==> src/rtl/alu_pkg.sv <==
package alu_pkg;

    typedef enum logic {
        MODE_ARITH = 1'b0,
        MODE_LOGIC = 1'b1
    } mode_e;

    typedef enum logic [1:0] {
        YSEL_ZERO = 2'b00,
        YSEL_PASS = 2'b01,
        YSEL_INV  = 2'b10,
        YSEL_ONES = 2'b11
    } ysel_e;

    typedef enum logic [1:0] {
        LOP_AND  = 2'b00,
        LOP_OR   = 2'b01,
        LOP_XOR  = 2'b10,
        LOP_NOTA = 2'b11
    } lop_e;

    typedef struct packed {
        logic c;
        logic v;
        logic n;
        logic z;
    } flags_t;

    // One bit of the adder's second operand.
    function automatic logic y_bit(input ysel_e sel, input logic b);
        case (sel)
            YSEL_ZERO: y_bit = 1'b0;
            YSEL_PASS: y_bit = b;
            YSEL_INV:  y_bit = ~b;
            default:   y_bit = 1'b1;
        endcase
    endfunction

    // One bit of the bitwise section.
    function automatic logic lop_bit(input lop_e op, input logic a, input logic b);
        case (op)
            LOP_AND: lop_bit = a & b;
            LOP_OR:  lop_bit = a | b;
            LOP_XOR: lop_bit = a ^ b;
            default: lop_bit = ~a;
        endcase
    endfunction

endpackage

==> src/rtl/alu_y_gen.sv <==
module alu_y_gen
    import alu_pkg::*;
#(
    parameter int unsigned W = 8
) (
    input  ysel_e          sel,
    input  logic [W-1:0]   b_in,
    output logic [W-1:0]   y_out
);
    for (genvar gi = 0; gi < W; gi++) begin : g_bit
        assign y_out[gi] = y_bit(sel, b_in[gi]);
    end
endmodule

==> src/rtl/alu_ripple_add.sv <==
module alu_ripple_add #(
    parameter int unsigned W = 8
) (
    input  logic [W-1:0] a_in,
    input  logic [W-1:0] y_in,
    input  logic         c_in,
    output logic [W-1:0] sum,
    output logic         c_msb,
    output logic         c_out
);
    logic [W:0] cy;
    assign cy[0] = c_in;

    for (genvar gi = 0; gi < W; gi++) begin : g_fa
        logic p;
        assign p          = a_in[gi] ^ y_in[gi];
        assign sum[gi]    = p ^ cy[gi];
        assign cy[gi+1]   = (a_in[gi] & y_in[gi]) | (p & cy[gi]);
    end

    assign c_msb = cy[W-1];
    assign c_out = cy[W];
endmodule

==> src/rtl/alu_bitwise.sv <==
module alu_bitwise
    import alu_pkg::*;
#(
    parameter int unsigned W = 8
) (
    input  lop_e         op,
    input  logic [W-1:0] a_in,
    input  logic [W-1:0] b_in,
    output logic [W-1:0] res
);
    for (genvar gi = 0; gi < W; gi++) begin : g_bit
        assign res[gi] = lop_bit(op, a_in[gi], b_in[gi]);
    end
endmodule

==> src/rtl/alu_core.sv <==
module alu_core
    import alu_pkg::*;
#(
    parameter int unsigned W = 8
) (
    input  logic [W-1:0] opd_a,
    input  logic [W-1:0] opd_b,
    input  logic         sel_mode,
    input  logic [1:0]   sel_op,
    input  logic         cin,
    output logic [W-1:0] result,
    output logic         flag_c,
    output logic         flag_v,
    output logic         flag_n,
    output logic         flag_z
);
    localparam int unsigned MSB = W - 1;

    mode_e        mode;
    logic [W-1:0] y_opnd;
    logic [W-1:0] arith_res;
    logic [W-1:0] logic_res;
    logic         c_msb;
    logic         c_out;
    flags_t       flg;

    assign mode = mode_e'(sel_mode);

    alu_y_gen #(.W(W)) u_ygen (
        .sel   (ysel_e'(sel_op)),
        .b_in  (opd_b),
        .y_out (y_opnd)
    );

    alu_ripple_add #(.W(W)) u_add (
        .a_in  (opd_a),
        .y_in  (y_opnd),
        .c_in  (cin),
        .sum   (arith_res),
        .c_msb (c_msb),
        .c_out (c_out)
    );

    alu_bitwise #(.W(W)) u_lop (
        .op   (lop_e'(sel_op)),
        .a_in (opd_a),
        .b_in (opd_b),
        .res  (logic_res)
    );

    always_comb begin
        if (mode == MODE_ARITH) begin
            result = arith_res;
            flg.c  = c_out;
            flg.v  = c_msb ^ c_out;
        end else begin
            result = logic_res;
            flg.c  = 1'b0;
            flg.v  = 1'b0;
        end
        flg.n = result[MSB];
        flg.z = ~|result;
    end

    assign flag_c = flg.c;
    assign flag_v = flg.v;
    assign flag_n = flg.n;
    assign flag_z = flg.z;

    // Checks across the separate pieces of logic
    logic [W:0] ref_sum;
    always_comb begin
        ref_sum = {1'b0, opd_a} + {1'b0, y_opnd} + {{W{1'b0}}, cin};
        if (mode == MODE_ARITH) begin

            y_zero_chk: assert (sel_op != 2'b00 || y_opnd == '0)
                else $error("Y not zero for select 00");

            y_ones_chk: assert (sel_op != 2'b11 || y_opnd == '1)
                else $error("Y not all ones for select 11");

            carry_sum_chk: assert ({flag_c, result} == ref_sum)
                else $error("carry/sum mismatch");

            signed_ovf_chk: assert (flag_v == ((opd_a[MSB] == y_opnd[MSB]) &&
                                               (result[MSB] != opd_a[MSB])))
                else $error("overflow flag mismatch");
        end else begin

            logic_cv_chk: assert (!flag_c && !flag_v)
                else $error("C or V set in logic mode");

            not_a_chk: assert (sel_op != 2'b11 || result == ~opd_a)
                else $error("NOT A wrong");
        end
    end
endmodule

==> config.mk <==
export PLATFORM = sky130hd
export DESIGN_NAME = alu_core
export DESIGN_NICKNAME = d
export VERILOG_FILES = /design/src/rtl/alu_pkg.sv /design/src/rtl/alu_y_gen.sv /design/src/rtl/alu_ripple_add.sv /design/src/rtl/alu_bitwise.sv /design/src/rtl/alu_core.sv
export SDC_FILE = /design/constraint.sdc
export NUM_CORES = 1
export LEC_CHECK = 0
export BUFFER_PORTS_ARGS = -buffer_cell sky130_fd_sc_hd__buf_2
export CAP_MARGIN = 5
export CORE_ASPECT_RATIO = 0.9
export CORE_MARGIN = 5
export CORE_UTILIZATION = 40
export DETAILED_ROUTE_END_ITERATION = 16
export PLACE_DENSITY = 0.7
export SETUP_SLACK_MARGIN = 0.4
export SLEW_MARGIN = 20
export SYNTH_ARGS = -nofsm -noshare
export SYNTH_HDL_FRONTEND = slang
export SYNTH_HIERARCHICAL = 1
export SYNTH_SLANG_ARGS = --single-unit
==> constraint.sdc <==
create_clock -name vclk -period 10.53
set_clock_uncertainty 0.05 [all_clocks]
set_input_delay 3.159 -clock vclk [all_inputs]
set_output_delay 3.159 -clock vclk [all_outputs]
set_load 0.05 [all_outputs]
==> run_results.csv, run 1 <==
group,metric,value,unit
detailed_routing,viasPerCell,4.78,
critical_path,required,7.32,ns
critical_path,path_class,"input port to output port",
logic_synthesis,synth_fp_nets,141,
cells_and_area,layoutNonFillerInstCount,160,
critical_path,crit_family,"adder cells",
sta,finalCriticalPeriod,10.20,ns
power,powerDensity,78.1,nW/um^2
cells_and_area,fin_util,52.4,%
floorplan,die_x,61.9,microns
cells_and_area,flops_and_latches,0,
logic_synthesis,syn-cell-area,968,sq um
detailed_routing,wire_per_inst,13.2,microns
critical_path,crit_top_cell,"fa_2",
global_route,grt_max_degree,15,
floorplan,io_pins,32,
detailed_routing,ant_nets,0,
global_route,antenna_found_initial,0,
power,ir_drop,0.0438,mV
placement,gp_congestion,0.719,
cells_and_area,nets,178,
critical_path,crit_path_top_delay_cell,"fa_1",
global_route,grt_pass1_vias,838,
critical_path,crit_path_start_kind,"input port",
sta,slew_violations,0,
logic_synthesis,synth_top_area_cell,"ha_1",
clock_tree,cts_hold_buf,0,
detailed_routing,drcViolationCount,0,
sta,fin_crit_sh,96.9,%
floorplan,initial_core_util,40.7,%
logic_synthesis,syn_area_per_cell,9.98,sq um
global_route,grt_pass1_wl,3.66,mm
logic_synthesis,ys_top_cells_by_area,"ha_1 21%, mux4_2 19%, fa_1 17%",
global_route,track_usage,13.2,%
detailed_routing,totalWireLength,2.12,mm
detailed_routing,vias,765,
detailed_routing,drtIter0Drc,10,
critical_path,critPathMaxFanout,2,
global_route,overflow,0,
cells_and_area,clkbuf_count,0,
sta,relSlewSlack,79.5,%
logic_synthesis,synth.distinct_cells,15,
cells_and_area,layout-drive-gt1-share,59.1,%
critical_path,critPathMaxStageDelay,0.48,ns
critical_path,arrival,6.99,ns
logic_synthesis,ys_seq_area_share,0,%
critical_path,endpoint_kind,"output port",
power,p_leak,0.655,nW
sta,worstMarginPinSlew,0.307,ns
sta,timing.hold.ws,6.83,ns
critical_path,worstPathCellList,"buf_8 > mux2_4 > inv_2 > fa_2 > inv_2 > fa_2 > fa_2 > fa_2 > fa_2 > fa_2 > inv_2 > fa_2 > inv_2 > fa_1 > nor3_2 > a21oi_2 > nor4_4 > buf_6",
cells_and_area,seqCellArea,0,sq um
sta,finalHoldViolations,0,
critical_path,worst-path-buf-inv,6,
cells_and_area,synthToLayoutAreaGrowth,28.9,%
cells_and_area,diodes,0,
run,cap_viol_max_count,0,
logic_synthesis,synth_top_area_share,20.7,%
logic_synthesis,syn_inst,97,
run_status,status,"completed",
floorplan,fp.dieH,56.7,microns
placement,placed_cells_incl_taps,158,
placement,dpl.hpwl,1.87,mm
floorplan,rows,17,
floorplan,die-area,3510,sq um
sta,fmaxAchievable,0.0980,GHz
logic_synthesis,yosys_warnings,6,
detailed_routing,first_pass_iters,3,
sta,setup_viol,0,
sta,rsz0062_at_grt,"yes",
floorplan,core_area,2380,sq um
min_path,hp-class,"input port to output port",
placement,io_buffer_count,32,
[synthesized netlist by cell type (all sizes together)]
master  number
nor3         2
xnor2        1
mux4         8
ha          16
nor2         3
fa           8
a22oi        1
and2b        1
buf          4
nor4         2
mux2        16
a21oi        1
inv         34
[final cells by class]
cell class | instances | area (sq um)
Fill cell | 242 | 1130
Inverter | 34 | 128
Multi-Input combinational cell | 59 | 842
Tap cell | 28 | 35.0
Timing Repair Buffer | 39 | 244
[timing repair]
item / CTS / global route
setup buffers: 0 / 2
setup endpoints to repair: 5 / 4
pin swaps: 6 / 10
resized for setup: 14 / 10
[path summary, 6_finish.rpt]
kind                  cells past startpoint  slack [ns]      to      from
worst max-delay path                     18        0.33  flag_z  opd_b[0]
worst min-delay path                      3        6.83  flag_v  sel_mode
[routing by layer]
| metal | GRT usage [%] | share of wire, % |
|---|---|---|
| met5 | 0 | 0 |
| met4 | 0 | 0 |
| met3 | 0.690 | 3.3 |
| met2 | 26.8 | 57 |
| met1 | 15.2 | 40 |
[cells by family after synthesis]
group / after synthesis / share of synthesized area, %
buffers and inverters: 38 / 17.1
multiplexers: 24 / 38.0
adder cells (fa/ha/maj): 24 / 37.2
AND/OR/NAND/NOR: 8 / 5.56
AO/OA/AOI/OAI: 2 / 1.29
XOR/XNOR: 1 / 0.905
[layout by cell type, fill, tap and decap left out]
cell type and count:
fa_1 1, ha_1 16, buf_4 7, nor3_1 1, buf_2 27, nor2_1 3
a21oi_2 1, buf_8 1, clkbuf_4 1, nor3_2 1, fa_2 7, and2b_1 1
inv_2 4, mux2_4 3, xnor2_1 1, nor4_2 1, mux2_2 13, a22oi_1 1
nor4_4 1, inv_1 30, buf_6 3, mux4_2 8
[power breakdown]
group / leakage [nW] / internal, mW / switching, mW / total (mW)
clock: 0 / 0 / 0 / 0
combinational: 0.655 / 0.0380 / 0.0596 / 0.0975
sequential: 0 / 0 / 0 / 0
total: 0.655 / 0.0380 / 0.0596 / 0.0975
[through the flow]
step / power, mW / setup WS, ns / setup TNS [ns] / cell area, sq um
floorplan: 0.0699 / 0.180 / 0 / 977
global placement: 0.0887 / -0.0112 / -0.0112 / 1170
detailed placement: 0.0915 / -0.0556 / -0.0556 / 1170
CTS: 0.0962 / 0.175 / 0 / 1210
global route: 0.107 / 0.191 / 0 / 1250
finish: 0.0975 / 0.329 / 0 / 1250
No activity file was read; power rests on OpenSTA's default activity.
==> run 2: changes to the inputs <==
- PLACE_DENSITY: 0.7 -> 0.69
- clock period: 10.53 -> 11.55 ns (I/O delays scaled with it)
==> run 2 against run 1 <==
Flip-flop and latch count stayed put. Largest cell class unchanged. Die area stayed put. Largest power group unchanged. Via count is 0.78% lower. Setup slack improved by 0.29 ns. First-iteration DRC count down 60%. Sequential share of layout area unchanged.
==> run_results.csv, run 2 (synthesis gave the netlist of run 1 again) <==
group,metric,value,unit
run_status,status,"completed",
sta,worstMarginPinSlew,0.331,ns
global_route,antenna_found_initial,0,
cells_and_area,nets,173,
placement,dpl.hpwl,1.70,mm
sta,fin_crit_sh,94.6,%
floorplan,rows,17,
cells_and_area,stdcell_area,1170,sq um
detailed_routing,wire_per_inst,12.5,microns
floorplan,die-area,3510,sq um
floorplan,fp.dieH,56.7,microns
cells_and_area,mostFrequentLayoutCells,"33 x inv_1, 31 x buf_2, 16 x ha_1",
critical_path,arrival,7.42,ns
sta,relSlewSlack,78.0,%
critical_path,crit_family,"adder cells",
critical_path,critPathMaxStageDelay,0.47,ns
critical_path,worstPathCellList,"buf_2 > mux2_2 > inv_2 > fa_1 > inv_1 > fa_2 > fa_2 > fa_2 > fa_2 > fa_1 > inv_1 > fa_1 > inv_1 > fa_1 > nor3_2 > a21oi_2 > nor4_4 > buf_6",
critical_path,worst-path-buf-inv,6,
power,power.share.sequential,0,%
run,cap_viol_max_count,0,
detailed_routing,ant_nets,0,
critical_path,crit_path_top_delay_cell,"fa_1",
critical_path,critPathMaxFanout,3,
cells_and_area,fill_cells,243,
power,ir_drop,0.0428,mV
critical_path,required,8.04,ns
critical_path,worstSetupEndpoint,"flag_z",
global_route,overflow,0,
critical_path,startpoint,"opd_b[0]",
sta,finalHoldViolations,0,
detailed_routing,drtIter0Drc,4,
critical_path,cp.depth,18,
power,p_sw_share,63.6,%
global_route,grt_max_degree,16,
detailed_routing,viasPerCell,4.90,
sta,slew_violations,0,
critical_path,endpoint_kind,"output port",
placement,gp_congestion,0.832,
cells_and_area,diodes,0,
clock_tree,postCtsSetupBuffers,0,
cells_and_area,seqCellArea,0,sq um
cells_and_area,clkbuf_count,0,
global_route,grt_pass1_vias,813,
floorplan,die_x,61.9,microns
detailed_routing,totalWireLength,1.94,mm
power,powerDensity,70.2,nW/um^2
power,p_leak,0.625,nW
cells_and_area,synthToLayoutAreaGrowth,21.3,%
detailed_routing,vias,759,
floorplan,io_pins,32,
cells_and_area,layout-drive-gt1-share,52.8,%
power,combPwrFrac,100.0,%
cells_and_area,flops_and_latches,0,
global_route,top_usage_layer,"met2",
power,total_power,82.4,uW
global_route,globalRouteMet1Util,15.2,%
power,intPower,30.0,uW
sta,finalCriticalPeriod,10.93,ns
sta,finalSetupTns,0,ns
floorplan,core_area,2380,sq um
floorplan,initial_core_util,40.7,%
sta,setup_viol,0,
cells_and_area,layout_commonest_cell,"inv_1",
placement,place_area,1150,sq um
placement,io_buffer_count,32,
power,p_sw,52.4,uW
critical_path,path_class,"input port to output port",
sta,rsz0062_at_grt,"no",
sta,fmaxAchievable,0.0915,GHz
detailed_routing,first_pass_iters,4,
critical_path,crit_path_start_kind,"input port",
detailed_routing,drcViolationCount,0,
global_route,met2_usage,22.1,%
min_path,hp-class,"input port to output port",
global_route,grt_util_met3,0.920,%
power,clkPwrFrac,0,%
global_route,track_usage,11.8,%
global_route,grt_pass1_wl,3.36,mm
## run 2: cell types whose count changed in the layout (fill, tap and decap cells not counted), sizes merged
cell	before	now
buf	38	34
clkbuf	1	0
## run 2: layer usage
metal  part of all wire, %  vias to the layer above
li1                      -                      376
met1                    42                      368
met2                    53                       15
met3                   5.3                        0
met4                     0                        0
met5                     0                        -
## run 2: power by group through the flow
| stage | combinational, mW | sequential (mW) | clock [mW] |
|---|---|---|---|
| finish | 0.0824 | 0 | 0 |
| global route | 0.0902 | 0 | 0 |
| CTS | 0.0820 | 0 | 0 |
| detailed placement | 0.0817 | 0 | 0 |
| global placement | 0.0795 | 0 | 0 |
| floorplan | 0.0637 | 0 | 0 |
## run 2: timing repair
item,in CTS,in global routing
hold buffers,0,0
endpoints found under the setup margin,1,1
pin swaps,0,3
gates resized for setup,2,7
## run 2: metrics by stage
step | setup slack, ns | hold WS (ns) | instances | utilization (%)
floorplan | 0.588 | 7.13 | 97 | -
global placement | 0.427 | 7.44 | 155 | 48.3
detailed placement | 0.354 | 7.45 | 155 | 48.3
CTS | 0.400 | 7.45 | 155 | 48.5
global route | 0.418 | 7.49 | 155 | 49.3
finish | 0.620 | 7.47 | 155 | 49.3
## run 2: worst min-delay path by stage
stage / endpoint / depth (start not counted) / slack, ns / startpoint
3_3_place_gp: flag_v / 3 / 7.44 / sel_mode
6_report: flag_v / 3 / 7.47 / sel_mode
3_5_place_dp: flag_v / 3 / 7.45 / sel_mode
4_1_cts: flag_v / 3 / 7.45 / sel_mode
5_1_grt: flag_v / 3 / 7.49 / sel_mode
2_1_floorplan: result[6] / 1 / 7.13 / sel_mode
## run 2: cell type report
| class | count | area (sq um) | share of cell area, % |
|---|---|---|---|
| well taps | 28 | 35.0 | 2.98 |
| multi-input cells | 59 | 831 | 70.7 |
| repair buffers | 34 | 181 | 15.4 |
| inverters | 34 | 128 | 10.9 |
## run 2: worst min-delay path, delay by kind of cell
kind          cells  cell delay (ns)
simple gates      1             0.09
buf+inv           2             0.49
==> run 3: changes to the inputs <==
- CORE_MARGIN: 5 -> 4
- CORE_UTILIZATION: 40 -> 54
- PLACE_DENSITY: 0.69 -> 0.88
==> run 3 against run 2 <==
Setup slack lost 0.085 ns. Sequential share of layout area is the same. Flip-flop and latch count is the same. Wire length grew 3.8%. Cell count shrank 2.6%. Fmax shrank 0.77%. Critical path depth is the same. Combinational power grew 0.8%. Largest cell class unchanged. Highest routed layer is now met4.
==> run_results.csv, run 3 (synthesis gave the netlist of run 1 again) <==
group,metric,value,unit
min_path,hp-class,"input port to output port",
cells_and_area,layout-drive-gt1-share,48.8,%
critical_path,worst-path-buf-inv,6,
floorplan,io_pins,32,
cells_and_area,synthToLayoutAreaGrowth,19.6,%
floorplan,fp.dieH,48.2,microns
sta,fin_crit_sh,95.4,%
sta,setup_viol,0,
detailed_routing,ant_nets,0,
global_route,antenna_found_initial,0,
detailed_routing,first_pass_iters,3,
run,cap_viol_max_count,0,
critical_path,endpoint_kind,"output port",
sta,finalCriticalPeriod,11.01,ns
sta,timing.hold.ws,7.43,ns
cells_and_area,mostFrequentLayoutCells,"34 x inv_1, 31 x buf_2, 16 x ha_1",
placement,dpl.hpwl,1.75,mm
cells_and_area,diodes,0,
critical_path,worstPathCellList,"buf_2 > mux2_2 > inv_1 > fa_1 > inv_1 > fa_1 > fa_2 > fa_1 > fa_1 > fa_1 > inv_1 > fa_1 > inv_1 > fa_1 > nor3_2 > a21oi_1 > nor4_4 > buf_6",
global_route,grt_pass1_vias,727,
floorplan,core_area,1680,sq um
critical_path,required,8.04,ns
placement,gp_congestion,0.741,
detailed_routing,totalWireLength,2.02,mm
detailed_routing,wire_per_inst,13.4,microns
clock_tree,postCtsSetupBuffers,0,
sta,finalHoldViolations,0,
cells_and_area,fill_cells,141,
global_route,grt_max_degree,16,
global_route,grt_pass1_wl,2.97,mm
global_route,overflow,0,
sta,relSlewSlack,76.5,%
power,powerDensity,71.7,nW/um^2
critical_path,crit_top_cell,"fa_1",
critical_path,startpoint,"opd_b[0]",
power,p_leak,0.628,nW
cells_and_area,seqCellArea,0,sq um
cells_and_area,flops_and_latches,0,
critical_path,crit_family,"adder cells",
detailed_routing,drcViolationCount,0,
power,ir_drop,0.0371,mV
cells_and_area,stdcell_area,1160,sq um
placement,io_buffer_count,32,
cells_and_area,nets,173,
cells_and_area,clkbuf_count,0,
critical_path,crit_path_top_delay_cell,"fa_1",
critical_path,critPathMaxStageDelay,0.48,ns
floorplan,rows,14,
placement,placed_cells_incl_taps,151,
sta,rsz0062_at_grt,"no",
critical_path,critPathMaxFanout,3,
sta,worstMarginPinSlew,0.352,ns
critical_path,path_class,"input port to output port",
sta,fmaxAchievable,0.0908,GHz
critical_path,crit_path_start_kind,"input port",
sta,finalSetupTns,0,ns
critical_path,cp.depth,18,
placement,place_area,1140,sq um
sta,slew_violations,0,
critical_path,worstSetupEndpoint,"flag_z",
detailed_routing,viasPerCell,4.97,
floorplan,die-area,2540,sq um
run_status,status,"completed",
cells_and_area,layout_commonest_cell,"inv_1",
detailed_routing,vias,751,
cells_and_area,layoutNonFillerInstCount,151,
floorplan,initial_core_util,57.6,%
global_route,track_usage,15.7,%
floorplan,die_x,52.6,microns
detailed_routing,drtIter0Drc,2,
clock_tree,cts_hold_buf,0,
critical_path,arrival,7.50,ns
-- run 3: cell types whose count changed in the layout (fill, tap and decap cells not counted) --
cell,change
inv_1,+1
a21oi_1,+1
fa_2,-3
fa_1,+3
inv_2,-1
a21oi_2,-1
-- run 3: what timing repair did --
item                                    in CTS  in global routing
endpoints found under the setup margin       1                  1
resized for setup                            1                  3
hold endpoints to repair                     0                  0
pin swaps                                    0                  1
-- run 3: worst min-delay path by stage --
stage              from        end  slack (ns)  depth (start not counted)
3_5_place_dp   sel_mode     flag_v        7.42                          3
2_1_floorplan  sel_mode  result[6]        7.13                          1
5_1_grt        sel_mode     flag_v        7.48                          3
6_report       sel_mode     flag_v        7.43                          3
4_1_cts        sel_mode     flag_v        7.42                          3
3_3_place_gp   sel_mode     flag_v        7.41                          3
-- run 3: layout make-up --
class	count	area, sq um	share of cell area, %
Inverter	34	128	11.0
Multi-Input combinational cell	59	820	70.7
Tap cell	24	30.0	2.59
Timing Repair Buffer	34	181	15.7
-- run 3: per-layer routing --
layer  track usage (%)  wire, microns  up-vias  share of wire (%)
met3             0.306             59        2                2.9
met4              2.55             22        0                1.1
li1                  -              -      373                  -
met1              16.7            747      364                 37
met5                 0              0        -                  0
met2              34.9           1190       12                 59
-- run 3: report_power, final --
part / internal, mW / leakage [nW] / switching [mW]
logic: 0.0298 / 0.628 / 0.0533
registers: 0 / 0 / 0
clock network: 0 / 0 / 0
-- run 3: per-stage QoR --
stage / utilization, % / power, mW / setup WS (ns)
4_1_cts: 68.2 / 0.0829 / 0.419
5_1_grt: 68.9 / 0.0893 / 0.387
3_5_place_dp: 68.1 / 0.0825 / 0.378
2_1_floorplan: - / 0.0637 / 0.588
3_3_place_gp: 68.1 / 0.0782 / 0.506
6_report: 68.9 / 0.0831 / 0.535
